--- config.mk ---
export PLATFORM = sky130hd
export DESIGN_NAME = sync_window_timer
export DESIGN_NICKNAME = d
export VERILOG_FILES = /design/src/rtl/sync_window_pkg.sv /design/src/rtl/sync_edge_detect.sv /design/src/rtl/sync_window_counter.sv /design/src/rtl/sync_window_timer.sv
export SDC_FILE = /design/constraint.sdc
export NUM_CORES = 1
export LEC_CHECK = 0
export ABC_AREA = 0
export BUFFER_PORTS_ARGS = -buffer_cell sky130_fd_sc_hd__buf_2
export CAP_MARGIN = 30
export CELL_PAD_IN_SITES_DETAIL_PLACEMENT = 0
export CELL_PAD_IN_SITES_GLOBAL_PLACEMENT = 1
export CORE_ASPECT_RATIO = 0.75
export CORE_MARGIN = 3
export CORE_UTILIZATION = 51
export CTS_BUF_LIST = sky130_fd_sc_hd__clkbuf_8
export DETAILED_ROUTE_END_ITERATION = 10
export GPL_TIMING_DRIVEN = 0
export HOLD_SLACK_MARGIN = 0.12
export PLACE_DENSITY_LB_ADDON = 0.1
export SYNTH_ARGS = -nofsm -noshare
export SYNTH_HDL_FRONTEND = slang
export SYNTH_HIERARCHICAL = 1
export SYNTH_SLANG_ARGS = --single-unit
--- constraint.sdc ---
create_clock -name clk -period 3.7 [get_ports clk]
set_input_delay 0.74 -clock clk [delete_from_list [all_inputs] [get_ports clk]]
set_output_delay 0.74 -clock clk [all_outputs]
set_load 0.01 [all_outputs]
--- src/rtl/sync_window_pkg.sv ---
package sync_window_pkg;

  // Converts a duration in nanoseconds into whole clock cycles for a clock in kHz.
  function automatic int unsigned ns_to_clk(input int unsigned clk_khz, input int unsigned dur_ns);
    return (clk_khz * dur_ns) / 1_000_000;
  endfunction

endpackage

--- src/rtl/sync_edge_detect.sv ---
module sync_edge_detect #(
  parameter int unsigned STAGES = 2
) (
  input  logic clk,
  input  logic rst,
  input  logic sync_in,
  input  logic active_low,
  output logic lead_edge
);

  logic [STAGES-1:0] sync_q;
  logic              norm;
  logic              prev_q;

  always_ff @(posedge clk) begin
    if (rst) sync_q <= '0;
    else     sync_q <= {sync_q[STAGES-2:0], sync_in};
  end

  // Polarity is normalised after the synchroniser, so an active pulse always reads as 1.
  assign norm = sync_q[STAGES-1] ^ active_low;

  // Starting at 1 blocks a false edge right after reset.
  always_ff @(posedge clk) begin
    if (rst) prev_q <= 1'b1;
    else     prev_q <= norm;
  end

  assign lead_edge = norm & ~prev_q;

  // a leading edge is a single-cycle event, whatever the pulse width.
  a_r2_single_pulse: assert property (@(posedge clk) disable iff (rst)
    lead_edge |=> !lead_edge);

endmodule

--- src/rtl/sync_window_counter.sv ---
module sync_window_counter #(
  parameter int unsigned WIN_START = 172,
  parameter int unsigned WIN_LEN   = 400,
  parameter int unsigned CW        = 11,
  parameter int unsigned IW        = 9
) (
  input  logic          clk,
  input  logic          rst,
  input  logic          restart,
  input  logic          advance,
  output logic          win_active,
  output logic [IW-1:0] win_index
);

  localparam logic [CW-1:0] CNT_MAX = '1;
  localparam logic [CW-1:0] WIN_LO  = CW'(WIN_START);
  localparam logic [CW-1:0] WIN_HI  = CW'(WIN_START + WIN_LEN);

  logic [CW-1:0] cnt_q;
  logic [CW-1:0] cnt_d;
  logic          in_win;

  always_comb begin
    if (restart)                          cnt_d = '0;
    else if (advance && cnt_q != CNT_MAX) cnt_d = cnt_q + CW'(1);
    else                                  cnt_d = cnt_q;
    in_win = (cnt_d >= WIN_LO) && (cnt_d < WIN_HI);
  end

  // The counter resets to saturation, so the window stays shut until the first restart.
  always_ff @(posedge clk) begin
    if (rst) begin
      cnt_q      <= CNT_MAX;
      win_active <= 1'b0;
      win_index  <= '0;
    end else begin
      cnt_q      <= cnt_d;
      win_active <= in_win;
      win_index  <= in_win ? IW'(cnt_d - WIN_LO) : '0;
    end
  end

  // the index stays below the window length.
  a_r4_index_in_range: assert property (@(posedge clk) disable iff (rst)
    {1'b0, win_index} < (IW+1)'(WIN_LEN));

  // the index is 0 while the window is closed.
  a_r4_closed_index_zero: assert property (@(posedge clk) disable iff (rst)
    !win_active |-> win_index == '0);

  // the window opens at index 0.
  a_r4_open_at_zero: assert property (@(posedge clk) disable iff (rst)
    $rose(win_active) |-> win_index == '0);

  // inside an open window, the index moves by exactly the advance it was given.
  a_r4_step: assert property (@(posedge clk) disable iff (rst)
    win_active && $past(win_active) && !$past(restart)
      |-> win_index == $past(win_index) + IW'($past(advance)));

  // a saturated counter stays saturated until a restart.
  a_r6_no_wrap: assert property (@(posedge clk) disable iff (rst)
    (cnt_q == CNT_MAX) && !restart |=> cnt_q == CNT_MAX);

endmodule

--- src/rtl/sync_window_timer.sv ---
module sync_window_timer #(
  parameter int unsigned CLK_KHZ      = 10_000,
  parameter int unsigned H_START_NS   = 17_200,
  parameter int unsigned H_LEN_NS     = 40_000,
  parameter int unsigned V_FIRST_LINE = 41,
  parameter int unsigned V_LINES      = 250,
  parameter int unsigned SYNC_STAGES  = 2,
  localparam int unsigned H_START = sync_window_pkg::ns_to_clk(CLK_KHZ, H_START_NS),
  localparam int unsigned H_LEN   = sync_window_pkg::ns_to_clk(CLK_KHZ, H_LEN_NS),
  localparam int unsigned V_START = V_FIRST_LINE - 1,
  localparam int unsigned HCW     = $clog2(H_START + H_LEN) + 1,
  localparam int unsigned LCW     = $clog2(V_START + V_LINES) + 1,
  localparam int unsigned PIX_W   = $clog2(H_LEN),
  localparam int unsigned LINE_W  = $clog2(V_LINES)
) (
  input  logic              clk,
  input  logic              rst,
  input  logic              hsync_in,
  input  logic              vsync_in,
  input  logic              hsync_neg,
  input  logic              vsync_neg,
  output logic              h_active,
  output logic              v_active,
  output logic [PIX_W-1:0]  pix_x,
  output logic [LINE_W-1:0] line_y
);

  // Channel 0 is horizontal, channel 1 is vertical.
  logic [1:0] raw_sync;
  logic [1:0] pol_neg;
  logic [1:0] lead;

  assign raw_sync = {vsync_in, hsync_in};
  assign pol_neg  = {vsync_neg, hsync_neg};

  for (genvar g = 0; g < 2; g++) begin : g_sync
    sync_edge_detect #(.STAGES(SYNC_STAGES)) u_det (
      .clk        (clk),
      .rst        (rst),
      .sync_in    (raw_sync[g]),
      .active_low (pol_neg[g]),
      .lead_edge  (lead[g])
    );
  end

  // The pixel counter advances every clock and restarts on each horizontal edge.
  sync_window_counter #(
    .WIN_START (H_START),
    .WIN_LEN   (H_LEN),
    .CW        (HCW),
    .IW        (PIX_W)
  ) u_hwin (
    .clk        (clk),
    .rst        (rst),
    .restart    (lead[0]),
    .advance    (1'b1),
    .win_active (h_active),
    .win_index  (pix_x)
  );

  // The line counter advances on horizontal edges; a vertical edge restarts it and takes priority.
  sync_window_counter #(
    .WIN_START (V_START),
    .WIN_LEN   (V_LINES),
    .CW        (LCW),
    .IW        (LINE_W)
  ) u_vwin (
    .clk        (clk),
    .rst        (rst),
    .restart    (lead[1]),
    .advance    (lead[0]),
    .win_active (v_active),
    .win_index  (line_y)
  );

  // a vertical edge always leaves the vertical window shut, even with a horizontal edge beside it.
  a_r9_vsync_wins: assert property (@(posedge clk) disable iff (rst)
    lead[1] |=> !v_active && line_y == '0);

  // a horizontal edge always closes the horizontal window in the next cycle.
  a_r5_restart_closes: assert property (@(posedge clk) disable iff (rst)
    lead[0] |=> !h_active && pix_x == '0);

endmodule

==> metrics.csv, run 1 <==
stage,metric,value,unit
yosys,async_reset_ff_share,0,%
power,pwr-share-comb,40.0,%
clock_tree,cts_post_setup_buffers_inserted,0,
sta,final_period_minus_worst_setup_slack,3100,ps
global_routing,pin_count_of_the_biggest_net_entering_global_routing,19,
yosys,ys.warnings.count,6,
clock_tree,tritoncts.num_buffers,5,
sta,finalCritPeriodShare,83.9,%
clock_tree,clk_latency_worst_skew_pair,310,ps
setup_path,cp-end-kind,register,
place,io_buffer_count,24,
detailed_routing,routed_wl,5.92,mm
global_routing,grt_pass1_vias,1915,
yosys,post-synth-top-count-cell,dfxtp_1,
die,initial_utilization,55.1,%
clock_tree,cts.reportedPaths.clkPinSlew,90,ps
yosys,yosys.area.top_type,dfxtp_1,
sta,slew_at_the_pin_closest_to_its_max_slew_limit,750,ps
detailed_routing,vias,2200,
power,vdd_ir_drop_max,363,µV
place,dp.final_hpwl,4.39,mm
detailed_routing,postRouteAntennaNets,0,
setup_path,critPathMaxStageDelay,460,ps
yosys,syn_area,0.00255,mm²
clock_tree,clk_root_buffer_cell,clkbuf_8,
clock_tree,cts.htree.levels,2,
setup_path,critical_path.slowest_cell,clkbuf_1,
place,gp_congestion,0.863,
setup_path,timing.setup.critical_path_class,input port to register,
job,cap_violations,0,
die,floorplan.core_area,0.00462,mm²
power,sequentialPowerShare,39.5,%
detailed_routing,number_of_drc_markers_after_the_initial_detailed_route_iteration,230,
sta,grt_setup_unrepaired,false,
sta,slew_headroom,49.7,%
sta,finalSetupTns,0,ps
die,floorplan.rows,21,
hold_path,hold_class,register to register,
power,report.power.total,1.51,mW
yosys,postSynthAreaPerCell,9.26,µm²
detailed_routing,routed_via_density,5.95,
place,post-place-cells,362,
die,i_o_pin_total,25,
setup_path,timing.critical_path.arrival,3290,ps
power,p_clk_share,20.6,%
yosys,netlist_top_cells_count,"dfxtp_1, nand2_1, a21oi_1, nor2_1, or2_2",
cells_and_area,area_delta_synth_final,11.9,%
cells_and_area,drive_gt1_share,27.2,%
detailed_routing,detail_route.first_pass.iterations,4,
detailed_routing,remaining_drc_errors,0,
yosys,synth.lib_cells_used.distinct,74,
cells_and_area,antenna-diode-count,0,
yosys,post_synth_main_area_contributors,"dfxtp_1, xnor2_1, a21oi_1",
die,die_span_in_y,67.2,µm
yosys,edff_count_synth,0,
die,die_x,87.6,µm
clock_tree,clock_tree.buffer_depth,2,
sta,timing_hold_violations_final,0,
clock_tree,clock_net_sink_count,46,
die,fp.dieArea,0.00589,mm²
yosys,synth_cells,275,
clock_tree,cts_tree,done,
sta,achievable-frequency,322,MHz
yosys,synth-seq-cells,46,
sta,slew_viol_final,0,
clock_tree,post_cts_hold_buffer_count,0,
yosys,seq_total_area_yosys,36.2,%
setup_path,worstPathMaxFanout,10,
sta,finalSetupViolations,0,
global_routing,antenna_violations_before_repair,0,
setup_path,worstPathCellList,"buf_2, xnor2_1, nor2_1, clkbuf_1, clkbuf_1, nor2_1, ha_1, inv_1, a21oi_1, a41o_1, o211ai_4, nor2_2",
power,power.density,530,mW/mm²
sta,final_worst_clock_skew,9.57,ps
power,p_int,0.926,mW
cells_and_area,layout.nets,322,
cells_and_area,filler_cell_count_in_the_final_layout,436,
global_routing,global_route.overflow_total,0,
power,net-switching-power,0.586,mW
yosys,synth_top_flop_cell,dfxtp_1,
yosys,synth_top_area_share,36.2,%
detailed_routing,drt-wirelength-per-cell,16.0,µm
setup_path,startpoint_type,input port,
setup_path,required,3890,ps
outcome,run_status,finished clean,
power,leakagePower,1.19,nW
cells_and_area,final-instance-count-excl-fill,370,
global_routing,first_pass_grt_wire_length,9.60,mm
power,sw_frac_of_total,38.8,%
global_routing,grt.total_usage,21.4,%
clock_tree,post_cts_sizing,0,
## critical path, delay by kind of cell
| family | cells | cell delay (ps) |
|---|---|---|
| adder cells (fa/ha/maj) | 1 | 240 |
| AO/OA/AOI/OAI | 3 | 780 |
| XOR/XNOR | 1 | 150 |
| buffers and inverters | 4 | 980 |
| AND/OR/NAND/NOR | 3 | 400 |
## per-layer routing
layer | vias up | global-route usage (%) | part of all wire [%]
met1 | 1031 | 33.3 | 52
met3 | 5 | 4.51 | 8.1
met2 | 83 | 28.6 | 39
met4 | 0 | 7.09 | 0.78
li1 | 1081 | - | -
met5 | - | 0 | 0
## metrics by stage
stage,hold WS (ps),util (%),setup slack [ps],area (µm²)
6_report,449,61.6,596,2850
2_1_floorplan,414,-,958,2570
4_1_cts,447,61.6,643,2850
3_3_place_gp,421,59.7,303,2760
3_5_place_dp,426,59.7,320,2760
5_1_grt,461,61.6,443,2850
## cell usage in the layout (no fill, tap or decap), drive strengths merged, types with 5 or more instances in the layout
master	count
and3	6
mux2i	5
o21bai	5
xnor2	11
nand2	20
nor3	6
nor2	21
nand2b	9
nand4	8
a21oi	15
conb	7
nand3	11
a211oi	5
buf	32
a31oi	6
inv	9
nor2b	7
or3	5
clkbuf	8
o21ai	6
dfxtp	46
or2	11
## final cells by class
class / count / area, µm² / area share, %
Clock buffer: 5 / 68.8 / 2.41
Inverter: 9 / 33.8 / 1.19
Tap cell: 57 / 71.3 / 2.50
Buffer: 11 / 80.1 / 2.81
Clock inverter: 3 / 21.3 / 0.746
Sequential cell: 46 / 921 / 32.3
Timing Repair Buffer: 24 / 120 / 4.21
Multi-Input combinational cell: 215 / 1530 / 53.8
## power groups by stage
| stage | Sequential, mW | Combinational [mW] | Clock, mW |
|---|---|---|---|
| after CTS | 0.596 | 0.596 | 0.321 |
| final | 0.597 | 0.604 | 0.311 |
| after floorplan | 0.602 | 0.466 | 0 |
| after global routing | 0.605 | 0.659 | 0.345 |
| after detailed placement | 0.607 | 0.590 | 0 |
| after global placement | 0.606 | 0.585 | 0 |
## sequential cells by signal, indices dropped and copies added, names as in the netlist
name                 count
u_hwin/cnt_q            11
u_vwin/cnt_q            10
u_hwin/win_index         9
u_vwin/win_index         8
g_sync.u_det/sync_q      4
g_sync.u_det/prev_q      2
u_hwin/win_active        1
u_vwin/win_active        1
## cell families (layout without fill, tap and decap cells)
family / after synthesis / count (layout) / share of synthesized area [%]
and+or+nand+nor: 117 / 117 / 28.8
AOI/OAI and AO/OA: 69 / 69 / 21.6
buffers and inverters: 20 / 52 / 4.47
DFF: 46 / 46 / 36.2
muxes: 6 / 6 / 2.41
adders and majority gates: 4 / 4 / 1.97
xor gates and xnor gates: 12 / 12 / 4.42
other: 1 / 7 / 0.147
## final timing paths
path                            slack (ps)                       from  depth (start not counted)                        end
worst max-delay path                   600                  hsync_neg                         12        u_hwin/win_index[5]
worst min-delay path                   450  g_sync[0].u_det/sync_q[0]                          1  g_sync[0].u_det/sync_q[1]
worst max register to register         750            u_hwin/cnt_q[0]                          9        u_hwin/win_index[7]
worst min register to register         450  g_sync[0].u_det/sync_q[0]                          1  g_sync[0].u_det/sync_q[1]
No activity file was read; power rests on OpenSTA's default activity.
==> inputs of run 2 (changes only) <==
Settings changed: CORE_UTILIZATION 51 to 47.
Clock period 3.7 ns to 3.2 ns, I/O delays scaled along.
==> run 2 against run 1 <==
Core utilization down 5.0 points. Sequential power increased by 15%. Power up 15%. First-iteration DRC count is 22% lower. Non-clock buffer count unchanged.
==> metrics.csv, run 2 (synthesized netlist as in run 1, its figures left out) <==
stage,metric,value,unit,change
outcome,run_status,finished clean,,unchanged
clock_tree,cts.htree.levels,2,,unchanged
detailed_routing,routed_wl,5.73,mm,was 5.92 mm
power,leakagePower,1.19,nW,about the same
hold_path,hold_class,register to register,,unchanged
sta,slew_at_the_pin_closest_to_its_max_slew_limit,682,ps,was 750 ps
setup_path,startpoint_type,register,,was input port
detailed_routing,postRouteAntennaNets,0,,unchanged
place,gp_congestion,0.845,,was 0.863
cells_and_area,antenna-diode-count,0,,unchanged
power,net-switching-power,0.665,mW,was 0.586 mW
hold_path,timing.hold.worst_endpoint,g_sync[1].u_det/sync_q[1],,was g_sync[0].u_det/sync_q[1]
die,initial_utilization,50.3,%,was 55.1%
detailed_routing,routed_via_density,5.48,,was 5.95
setup_path,required,3380,ps,was 3890 ps
setup_path,rr_worst_depth,13,,was 9
detailed_routing,vias,2110,,was 2200
cells_and_area,largest_registers_ranked_by_flip_flop_count,"u_hwin/cnt_q: 11 flops, u_vwin/cnt_q: 10 flops, u_hwin/win_index: 9 flops",,unchanged
power,report.power.total,1.74,mW,was 1.51 mW
die,die_span_in_y,69.7,µm,was 67.2 µm
cells_and_area,layout_commonest_cell,dfxtp_1,,unchanged
place,dp.final_hpwl,4.21,mm,was 4.39 mm
clock_tree,cts_tree,done,,unchanged
die,fp.dieArea,0.00635,mm²,was 0.00589 mm²
power,pwr-share-comb,39.6,%,was 40.0%
sta,final_worst_clock_skew,7.90,ps,was 9.57 ps
global_routing,first_pass_grt_wire_length,9.80,mm,was 9.60 mm
setup_path,timing.critical_path.arrival,3110,ps,was 3290 ps
cells_and_area,number_of_flip_flops_under_the_largest_register_name,11,,unchanged
power,p_int,1.07,mW,was 0.926 mW
global_routing,global_route.overflow_total,0,,unchanged
setup_path,rr_endpoint,u_hwin/win_index[8],,was u_hwin/win_index[7]
clock_tree,clk_latency_worst_skew_pair,300,ps,was 310 ps
sta,timing_hold_violations_final,0,,unchanged
sta,finalSetupTns,0,ps,unchanged
setup_path,cp-end-kind,register,,unchanged
setup_path,timing.rr.start,u_hwin/cnt_q[0],,unchanged
setup_path,worstPathMaxFanout,6,,was 10
sta,hold_ws,451,ps,was 449 ps
sta,final_period_minus_worst_setup_slack,2920,ps,
detailed_routing,drt-wirelength-per-cell,14.9,µm,was 16.0 µm
sta,achievable-frequency,342,MHz,
die,floorplan.core_area,0.00506,mm²,was 0.00462 mm²
clock_tree,clk_root_buffer_cell,clkbuf_8,,unchanged
detailed_routing,number_of_drc_markers_after_the_initial_detailed_route_iteration,180,,was 230
power,power.density,604,mW/mm²,was 530 mW/mm²
die,i_o_pin_total,25,,unchanged
sta,slew_headroom,54.2,%,was 49.7%
die,die_x,91.0,µm,was 87.6 µm
sta,grt_setup_unrepaired,false,,unchanged
cells_and_area,max_flop_register,u_hwin/cnt_q,,unchanged
die,floorplan.rows,22,,was 21
power,p_clk_share,20.7,%,was 20.6%
global_routing,grt_pass1_vias,1946,,was 1915
sta,slew_viol_final,0,,unchanged
sta,finalCritPeriodShare,91.3,%,
setup_path,rrSetupSlack,280,ps,was 750 ps
clock_tree,tritoncts.num_buffers,5,,unchanged
detailed_routing,detail_route.first_pass.iterations,4,,unchanged
clock_tree,cts.reportedPaths.clkPinSlew,90,ps,about the same
clock_tree,clock_tree.buffer_depth,2,,unchanged
hold_path,whs_path_depth,1,,unchanged
global_routing,pin_count_of_the_biggest_net_entering_global_routing,19,,unchanged
power,sequentialPowerShare,39.7,%,was 39.5%
cells_and_area,area_delta_synth_final,12.7,%,was 11.9%
sta,finalSetupViolations,0,,unchanged
global_routing,antenna_violations_before_repair,0,,unchanged
detailed_routing,remaining_drc_errors,0,,unchanged
clock_tree,cts_post_setup_buffers_inserted,0,,unchanged
power,sw_frac_of_total,38.3,%,was 38.8%
clock_tree,clock_net_sink_count,46,,unchanged
cells_and_area,layout.nets,322,,unchanged
place,io_buffer_count,24,,unchanged
cells_and_area,drive_gt1_share,27.5,%,was 27.2%
global_routing,grt.total_usage,18.9,%,was 21.4%
job,cap_violations,0,,unchanged
hold_path,hold_crit_start,g_sync[1].u_det/sync_q[0],,was g_sync[0].u_det/sync_q[0]
cells_and_area,mostFrequentLayoutCells,"dfxtp_1, buf_2, nand2_1, nor2_1, a21oi_1",,unchanged
setup_path,timing.setup.critical_path_class,register to register,,was input port to register
power,vdd_ir_drop_max,301,µV,was 363 µV
## run 2: cell types whose count changed in the layout (fill, tap and decap cells not counted)
cell	previous run	this run
clkbuf_1	3	2
clkbuf_2	0	1
## run 2: power groups by stage
stage / clock network, mW / registers [mW] / logic (mW)
2_1_floorplan: 0 / 0.696 / 0.539
3_3_place_gp: 0 / 0.700 / 0.683
3_5_place_dp: 0 / 0.701 / 0.677
4_1_cts: 0.371 / 0.688 / 0.682
5_1_grt: 0.392 / 0.698 / 0.770
6_report: 0.359 / 0.689 / 0.687
## run 2: worst max-delay path, stage by stage (launching register included)
cell	delay, ps
dfxtp_1	420
ha_1	310
nand4_1	210
nor2_1	280
nand3_1	110
a21oi_1	150
a21oi_1	70
nor2_1	220
ha_1	190
inv_1	70
a21boi_0	390
o21bai_1	140
xnor2_1	190
nor2_2	40
## run 2: worst max-delay path by stage
stage | from | endpoint | slack, ps | cells past startpoint
after detailed placement | hsync_neg | u_hwin/win_index[8] | -70 | 12
after floorplan | hsync_neg | u_hwin/win_index[4] | 560 | 11
after CTS | hsync_neg | u_hwin/win_index[5] | 230 | 12
after global placement | hsync_neg | u_hwin/win_index[5] | -100 | 12
final | u_hwin/cnt_q[0] | u_hwin/win_index[8] | 280 | 13
after global routing | u_hwin/cnt_q[0] | u_hwin/win_index[8] | 6 | 13
## run 2: metrics by stage
stage          area (µm²)  setup slack, ps  utilization (%)  cells
2_1_floorplan        2570              558                -    281
3_3_place_gp         2780             -103             54.9    377
3_5_place_dp         2780            -70.6             54.9    377
4_1_cts              2870              232             56.6    385
5_1_grt              2870             5.93             56.7    385
6_report             2870              278             56.7    385
## run 2: timing repair
action,in CTS,in global routing
setup endpoints to repair,0,5
hold buffers,0,0
gates resized for setup,0,2
hold endpoints to repair,0,0
## run 2: final cells by class
type,instances,area [µm²]
Sequential cell,46,921
Multi-Input combinational cell,215,1530
Tap cell,72,90.1
Timing Repair Buffer,24,120
Clock inverter,3,21.3
Inverter,9,33.8
Buffer,11,81.3
Fill cell,495,2190
Clock buffer,5,68.8
## run 2: metal layers
| layer | global-route usage, % | part of all wire [%] |
|---|---|---|
| met1 | 32.0 | 57 |
| met3 | 5.31 | 7.4 |
| met4 | 3.01 | 0.63 |
| met2 | 22.7 | 35 |
| met5 | 0 | 0 |
